==> src/rtl/acf_pkg.sv <==
package acf_pkg;

    localparam int unsigned BIT_C = 0;
    localparam int unsigned BIT_V = 1;
    localparam int unsigned BIT_Z = 2;
    localparam int unsigned BIT_N = 3;
    localparam int unsigned BIT_U = 4;
    localparam int unsigned BIT_E = 5;
    localparam int unsigned BIT_L = 6;
    localparam int unsigned CC_W  = 7;

    typedef struct packed {
        logic l;
        logic e;
        logic u;
        logic n;
        logic z;
        logic v;
        logic c;
    } cc_t;

endpackage

==> src/rtl/acf_align.sv <==
module acf_align #(
    parameter int unsigned WORD_W = 16,
    parameter int unsigned EXT_W  = 4,
    localparam int unsigned ACC_W = EXT_W + 2 * WORD_W
) (
    input  logic              src_is_acc,
    input  logic [ACC_W-1:0]  dst_acc,
    input  logic [WORD_W-1:0] dst16,
    input  logic [ACC_W-1:0]  src_acc,
    input  logic [WORD_W-1:0] src16,
    output logic [ACC_W-1:0]  wide_d,
    output logic [ACC_W-1:0]  wide_s,
    output logic [WORD_W-1:0] narrow_d,
    output logic [WORD_W-1:0] narrow_s
);

    logic [ACC_W-1:0]  src16_wide;
    logic [WORD_W-1:0] src_acc_hi;

    // Short source: placed in the high word, zero low word, guard bits copy its sign.
    assign src16_wide = {{EXT_W{src16[WORD_W-1]}}, src16, {WORD_W{1'b0}}};
    assign src_acc_hi = src_acc[2*WORD_W-1 -: WORD_W];

    always_comb begin
        wide_d   = dst_acc;
        wide_s   = src_is_acc ? src_acc : src16_wide;
        narrow_d = dst16;
        narrow_s = src_is_acc ? src_acc_hi : src16;
    end

endmodule

==> src/rtl/acf_subtract.sv <==
module acf_subtract #(
    parameter int unsigned W = 36
) (
    input  logic [W-1:0] a,
    input  logic [W-1:0] b,
    output logic [W-1:0] diff,
    output logic         borrow,
    output logic         ovf
);

    logic [W:0] full;

    always_comb begin
        full   = {1'b0, a} - {1'b0, b};
        diff   = full[W-1:0];
        borrow = full[W];
        ovf    = (a[W-1] != b[W-1]) && (diff[W-1] != a[W-1]);
    end

endmodule

==> src/rtl/acf_flag_gen.sv <==
module acf_flag_gen
    import acf_pkg::*;
#(
    parameter int unsigned WORD_W = 16,
    parameter int unsigned EXT_W  = 4,
    localparam int unsigned ACC_W = EXT_W + 2 * WORD_W,
    localparam int unsigned HI_MSB = 2 * WORD_W - 1
) (
    input  logic              dst_is_acc,
    input  logic [ACC_W-1:0]  wide_r,
    input  logic              wide_borrow,
    input  logic              wide_ovf,
    input  logic [WORD_W-1:0] narrow_r,
    input  logic              narrow_borrow,
    input  logic              narrow_ovf,
    output cc_t               cc
);

    logic [EXT_W:0] guard_and_sign;

    assign guard_and_sign = wide_r[ACC_W-1:HI_MSB];

    always_comb begin
        cc = '0;
        if (dst_is_acc) begin
            cc.c = wide_borrow;
            cc.v = wide_ovf;
            cc.z = (wide_r == '0);
            cc.n = wide_r[ACC_W-1];
            cc.e = !((guard_and_sign == '0) || (guard_and_sign == '1));
            cc.u = (wide_r[HI_MSB] == wide_r[HI_MSB-1]);
        end else begin
            cc.c = narrow_borrow;
            cc.v = narrow_ovf;
            cc.z = (narrow_r == '0);
            cc.n = narrow_r[WORD_W-1];
            cc.e = 1'b0;
            cc.u = (narrow_r[WORD_W-1] == narrow_r[WORD_W-2]);
        end
        // Limit is merged with history in the register stage.
        cc.l = cc.v;
    end

endmodule

==> src/rtl/acc_cmp_flags.sv <==
module acc_cmp_flags
    import acf_pkg::*;
#(
    parameter int unsigned WORD_W   = 16,
    parameter int unsigned EXT_W    = 4,
    parameter logic [15:0] SR_RESET = 16'h0300,
    localparam int unsigned ACC_W   = EXT_W + 2 * WORD_W
) (
    input  logic              clk,
    input  logic              rst_n,
    input  logic              cmp_en,
    input  logic              dst_is_acc,
    input  logic              src_is_acc,
    input  logic [ACC_W-1:0]  dst_acc,
    input  logic [WORD_W-1:0] dst16,
    input  logic [ACC_W-1:0]  src_acc,
    input  logic [WORD_W-1:0] src16,
    output logic [WORD_W-1:0] sr_q
);

    typedef struct packed {
        logic [WORD_W-1:0] sr;
    } state_t;

    state_t state_d, state_q;

    logic [ACC_W-1:0]  wide_d, wide_s, wide_r;
    logic [WORD_W-1:0] narrow_d, narrow_s, narrow_r;
    logic              wide_borrow, wide_ovf, narrow_borrow, narrow_ovf;
    cc_t               cc_new;

    acf_align #(.WORD_W(WORD_W), .EXT_W(EXT_W)) u_align (
        .src_is_acc (src_is_acc),
        .dst_acc    (dst_acc),
        .dst16      (dst16),
        .src_acc    (src_acc),
        .src16      (src16),
        .wide_d     (wide_d),
        .wide_s     (wide_s),
        .narrow_d   (narrow_d),
        .narrow_s   (narrow_s)
    );

    acf_subtract #(.W(ACC_W)) u_sub_wide (
        .a      (wide_d),
        .b      (wide_s),
        .diff   (wide_r),
        .borrow (wide_borrow),
        .ovf    (wide_ovf)
    );

    acf_subtract #(.W(WORD_W)) u_sub_narrow (
        .a      (narrow_d),
        .b      (narrow_s),
        .diff   (narrow_r),
        .borrow (narrow_borrow),
        .ovf    (narrow_ovf)
    );

    acf_flag_gen #(.WORD_W(WORD_W), .EXT_W(EXT_W)) u_flags (
        .dst_is_acc    (dst_is_acc),
        .wide_r        (wide_r),
        .wide_borrow   (wide_borrow),
        .wide_ovf      (wide_ovf),
        .narrow_r      (narrow_r),
        .narrow_borrow (narrow_borrow),
        .narrow_ovf    (narrow_ovf),
        .cc            (cc_new)
    );

    always_comb begin
        state_d = state_q;
        if (cmp_en) begin
            state_d.sr[CC_W-1:0] = cc_new;
            state_d.sr[BIT_L]    = state_q.sr[BIT_L] | cc_new.v;
        end
    end

    always_ff @(posedge clk or negedge rst_n) begin
        if (!rst_n) begin
            state_q.sr <= SR_RESET[WORD_W-1:0];
        end else begin
            state_q <= state_d;
        end
    end

    assign sr_q = state_q.sr;

endmodule

==> config.mk <==
export PLATFORM = sky130hd
export DESIGN_NAME = acc_cmp_flags
export DESIGN_NICKNAME = d
export VERILOG_FILES = /design/src/rtl/acf_pkg.sv /design/src/rtl/acf_align.sv /design/src/rtl/acf_subtract.sv /design/src/rtl/acf_flag_gen.sv /design/src/rtl/acc_cmp_flags.sv
export SDC_FILE = /design/constraint.sdc
export NUM_CORES = 1
export LEC_CHECK = 0
export ABC_AREA = 1
export CELL_PAD_IN_SITES_DETAIL_PLACEMENT = 2
export CELL_PAD_IN_SITES_GLOBAL_PLACEMENT = 2
export CORE_MARGIN = 1
export CORE_UTILIZATION = 26
export DETAILED_ROUTE_END_ITERATION = 12
export HOLD_SLACK_MARGIN = 0.1
export PLACE_DENSITY_LB_ADDON = 0.1
export SETUP_SLACK_MARGIN = 0.4
export SLEW_MARGIN = 5
export SYNTH_ARGS = -nofsm -noshare
export SYNTH_HDL_FRONTEND = slang
export SYNTH_SLANG_ARGS = --single-unit
==> constraint.sdc <==
create_clock -name clk -period 1.7 [get_ports clk]
set_clock_uncertainty 0.1 [all_clocks]
set_input_delay 0.34 -clock clk [delete_from_list [all_inputs] [get_ports clk]]
set_output_delay 0.34 -clock clk [all_outputs]
set_load 0.1 [all_outputs]
==> impl_metrics.json, run 1 <==
{
  "synth_compound_area_share_pct": 9.53,
  "die_w_um": 135,
  "syn_area_um2": 4620,
  "synthAdderAreaFrac_pct": 16.0,
  "yosysWarnings": 0,
  "cts_hold_buf": 0,
  "port-buffer-count": 115,
  "place_ws_ns": -2.55,
  "avgSynthCellArea_um2": 5.43,
  "place.gp.congestion": 0.850,
  "synth_xor_area_share_pct": 3.03,
  "synth_cell_types": 39,
  "error": "[ERROR DPL-0033] detailed placement checks failed during check placement.",
  "synth-seq-cells": 7,
  "synth_area_leader_cell": "nand2_1",
  "yosys.area_share.simple_pct": 49.3,
  "rows": 48,
  "synthDominantCellAreaShare_pct": 24.0,
  "cts-resized-gates": 112,
  "pin_count": 125,
  "ys.flop_type": "dfrtp_1",
  "synth_cells": 850,
  "cts-root-buf": "clkbuf_16",
  "start_util_pct": 26.7,
  "async_flop_share_pct": 100,
  "cts_max_level": 1,
  "place_hpwl_um": 23200,
  "status": "aborted with a tool error",
  "cts.sinks": 7,
  "synthTopCellsByArea": "nand2_1, ha_1, inv_1",
  "numCtsBuffers": 3,
  "synth_edf_count": 0,
  "failed_stage": "clock tree synthesis",
  "post_cts_buffers": 26,
  "synth_top_family_by_area": "simple AND/OR/NAND/NOR gates",
  "clock_path_buffers": 2,
  "synth_mux_area_share_pct": 3.03,
  "dp.cells": 1392,
  "ys_seq_area_share_pct": 3.79,
  "die_height_um": 135
}
-- synth_stat cells (7+ instances only) --
master	count
nand2_1	295
inv_1	146
nor2_1	63
ha_1	56
nand3_1	53
a21oi_1	42
nand2_2	29
inv_2	14
mux2i_1	14
nand4_1	13
o21ai_0	13
xor2_1	12
nand3_2	11
nor2_2	10
buf_4	9
dfrtp_1	7
nor2_4	7
-- logic make-up after synthesis --
| logic type | count (synthesis) |
|---|---|
| fa+ha+maj | 58 |
| buf+inv | 175 |
| simple gates | 501 |
| mux | 14 |
| other cells | 2 |
| xor+xnor | 16 |
| compound gates | 77 |
| flops | 7 |
-- per-stage QoR --
stage | TNS [ns] | instance area (um2) | hold slack, ns
2_1_floorplan | -5.71 | 4770 | -0.0556
3_3_place_gp | -10.58 | 7740 | 0.393
3_5_place_dp | -12.10 | 7740 | 0.418
==> run 2, diff against run 1 <==
- CELL_PAD_IN_SITES_DETAIL_PLACEMENT: 2 -> unset
- CELL_PAD_IN_SITES_GLOBAL_PLACEMENT: 2 -> unset
- CORE_UTILIZATION: 26 -> 40
- HOLD_SLACK_MARGIN: 0.1 -> unset
- PLACE_DENSITY_LB_ADDON: 0.1 -> 0.15
- SETUP_SLACK_MARGIN: 0.4 -> unset
==> impl_metrics.json, run 2 <==
{
  "drtIter0Drc": 446,
  "syn_to_final_growth_pct": 96.2,
  "setup_violations": 7,
  "fin_ws_ns": -2.13,
  "critPathCaptureType": "flop",
  "vdd_drop_max_v": 0.000826,
  "avgSynthCellArea_um2": 5.43,
  "synth_edf_count": 0,
  "stdcell_area_um2": 9060,
  "path_clk_slew_ns": 0.04,
  "dp.cells": 1293,
  "route.top_layer_used": "met4",
  "power_leakage_nw": 4.75,
  "endpoint": "sr_q[2]$_DFFE_PN0P_",
  "die_height_um": 109,
  "drv_slew": 0,
  "postRouteAntennaNets": 0,
  "cts_tree": "done",
  "arrival_ns": 3.90,
  "grt_pass1_wl_um": 26500,
  "avgViaCountPerCell": 5.13,
  "final.min_clock_period_ns": 3.83,
  "wl_per_cell_um": 15.6,
  "drive_above_1_share_pct": 40.1,
  "clock_path_buffers": 2,
  "largest_reg_flops": 7,
  "synth-seq-cells": 7,
  "ys_seq_area_share_pct": 3.79,
  "holdWs_ns": 0.263,
  "final_cell_mix": "nand2_1, buf_4, inv_1",
  "die_area_um2": 12000,
  "synth_area_leader_cell": "nand2_1",
  "place.gp.congestion": 0.957,
  "cp_slowest_cell": "fa_2",
  "violations": "setup timing",
  "drt-total-wl_um": 20900,
  "synthTopCellsByArea": "nand2_1, ha_1, inv_1",
  "finalCritPeriodShare_pct": 225,
  "met2_wirelength_um": 10500,
  "crit_path_max_incr_delay_ns": 0.35,
  "critPathMaxFanout": 6,
  "fmax_mhz": 261,
  "startpoint": "src_is_acc",
  "synth_cells": 850,
  "p_per_area_nw_per_um2": 528,
  "hp-class": "in2async",
  "grt_max_degree": 12,
  "timing.rr.start": "sr_q[2]$_DFFE_PN0P_",
  "rsz0062_at_grt": "yes",
  "pin_count": 125,
  "yosysWarnings": 0,
  "synth_cell_types": 39,
  "reg2regPathDepth": 3,
  "grt.overflow.total": 0,
  "die_w_um": 109,
  "fin_nets": 1369,
  "drc": 0,
  "crit-reg2reg-capture": "sr_q[2]$_DFFE_PN0P_",
  "start_util_pct": 41.9,
  "status": "finished with violations",
  "diodes": 0,
  "cts-root-buf": "clkbuf_16",
  "cp-start-kind": "input port",
  "met1_length_um": 8120,
  "placed_cell_area_um2": 7510,
  "rows": 38,
  "ys.flop_type": "dfrtp_1",
  "crit_required_ns": 1.77,
  "path_class": "in2reg",
  "met3WireLength_um": 1070,
  "final_cells": 1341,
  "grt_pass1_vias": 5874,
  "final_common_cell": "nand2_1",
  "cts_max_level": 1,
  "synth_commonest_cells": "nand2_1, inv_1, nor2_1",
  "clock_latency_ns": 0.23,
  "yosysMostFrequentCell": "nand2_1",
  "numCtsBuffers": 3,
  "grt_use_total_pct": 27.8,
  "r2r_slack_ns": 0.68,
  "cts.sinks": 7,
  "port-buffer-count": 115,
  "place_hpwl_um": 13300,
  "finalSetupTns_ns": -8.85,
  "async_flop_share_pct": 100,
  "max_cap_violations": 0,
  "syn_area_um2": 4620,
  "drtPass1Iterations": 6,
  "path_common_cell": "nand3_2",
  "antenna_found_initial": 0,
  "core_area_um2": 11000,
  "hold_viol": 0,
  "vias": 6880,
  "synthDominantCellAreaShare_pct": 24.0
}
## run 2: cell type report
type	instances	area (um2)
repair buffers	354	3250
multi-input cells	675	4780
fillers	716	1970
flip-flops and latches	7	175
well taps	140	175
clock buffers	4	78.8
inverters	161	607
## run 2: kinds of logic (layout without fill, tap and decap cells)
family                   Yosys count  count (layout)  share of synthesized area [%]
buffers and inverters            175             519                           15.1
flip-flops                         7               7                           3.79
other                              2               9                          0.163
XOR/XNOR                          16              16                           3.03
adder cells (fa/ha/maj)           58              58                           16.0
AO/OA/AOI/OAI                     77              77                           9.53
multiplexers                      14              14                           3.03
AND/OR/NAND/NOR                  501             501                           49.3
## run 2: metrics by stage
step                      setup slack (ns)  util [%]  total power, mW
after floorplan                      -1.54         -             1.97
after global placement               -2.09      68.1             3.40
after detailed placement             -2.16      68.1             3.42
after CTS                            -1.77      75.2             4.15
after global routing                 -2.27      82.2             5.06
final                                -2.13      82.2             4.79
## run 2: how the worst min path moves through the flow
stage	end	startpoint	slack [ns]	cells after the start
after CTS	sr_q[4]$_DFFE_PN0P_	rst_n	0.27	1
after global placement	sr_q[6]$_DFFE_PN0P_	sr_q[6]$_DFFE_PN0P_	0.42	2
final	sr_q[4]$_DFFE_PN0P_	rst_n	0.26	1
after global routing	sr_q[6]$_DFFE_PN0P_	rst_n	0.29	1
after detailed placement	sr_q[6]$_DFFE_PN0P_	sr_q[6]$_DFFE_PN0P_	0.42	2
after floorplan	sr_q[0]$_DFFE_PN0P_	rst_n	-0.06	0
## run 2: report_power, final
group / total [mW] / switching, mW / internal [mW]
Combinational: 4.16 / 2.17 / 1.99
Clock: 0.401 / 0.0889 / 0.312
Sequential: 0.225 / 0.0305 / 0.195
Total: 4.79 / 2.29 / 2.50
## run 2: worst max-delay path, delay by kind of cell
| kind | cells | cell delay (ns) |
|---|---|---|
| buf+inv | 6 | 0.52 |
| compound gates | 2 | 0.24 |
| fa+ha+maj | 3 | 0.66 |
| simple gates | 20 | 1.92 |
| xor+xnor | 1 | 0.20 |
## run 2: per-layer routing
layer	vias to the layer above	GRT usage [%]
met5	-	0
met4	0	5.43
met3	92	1.96
met2	291	50.4
met1	3155	36.1
li1	3342	-
## run 2: repair_timing
| action | 4_1_cts | 5_1_grt |
|---|---|---|
| gates resized for setup | 88 | 149 |
| setup endpoints to repair | 7 | 7 |
| hold buffers | 0 | 0 |
| pin swaps | 39 | 68 |
| buffers inserted | 32 | 21 |
| cloned | 2 | 0 |
No activity file was read; power rests on OpenSTA's default activity.
==> run 3, diff against run 2 <==
- CORE_MARGIN: 1 -> unset
==> results of run 3 <==
Final layout, timing and power as in run 2 (identical DEF).
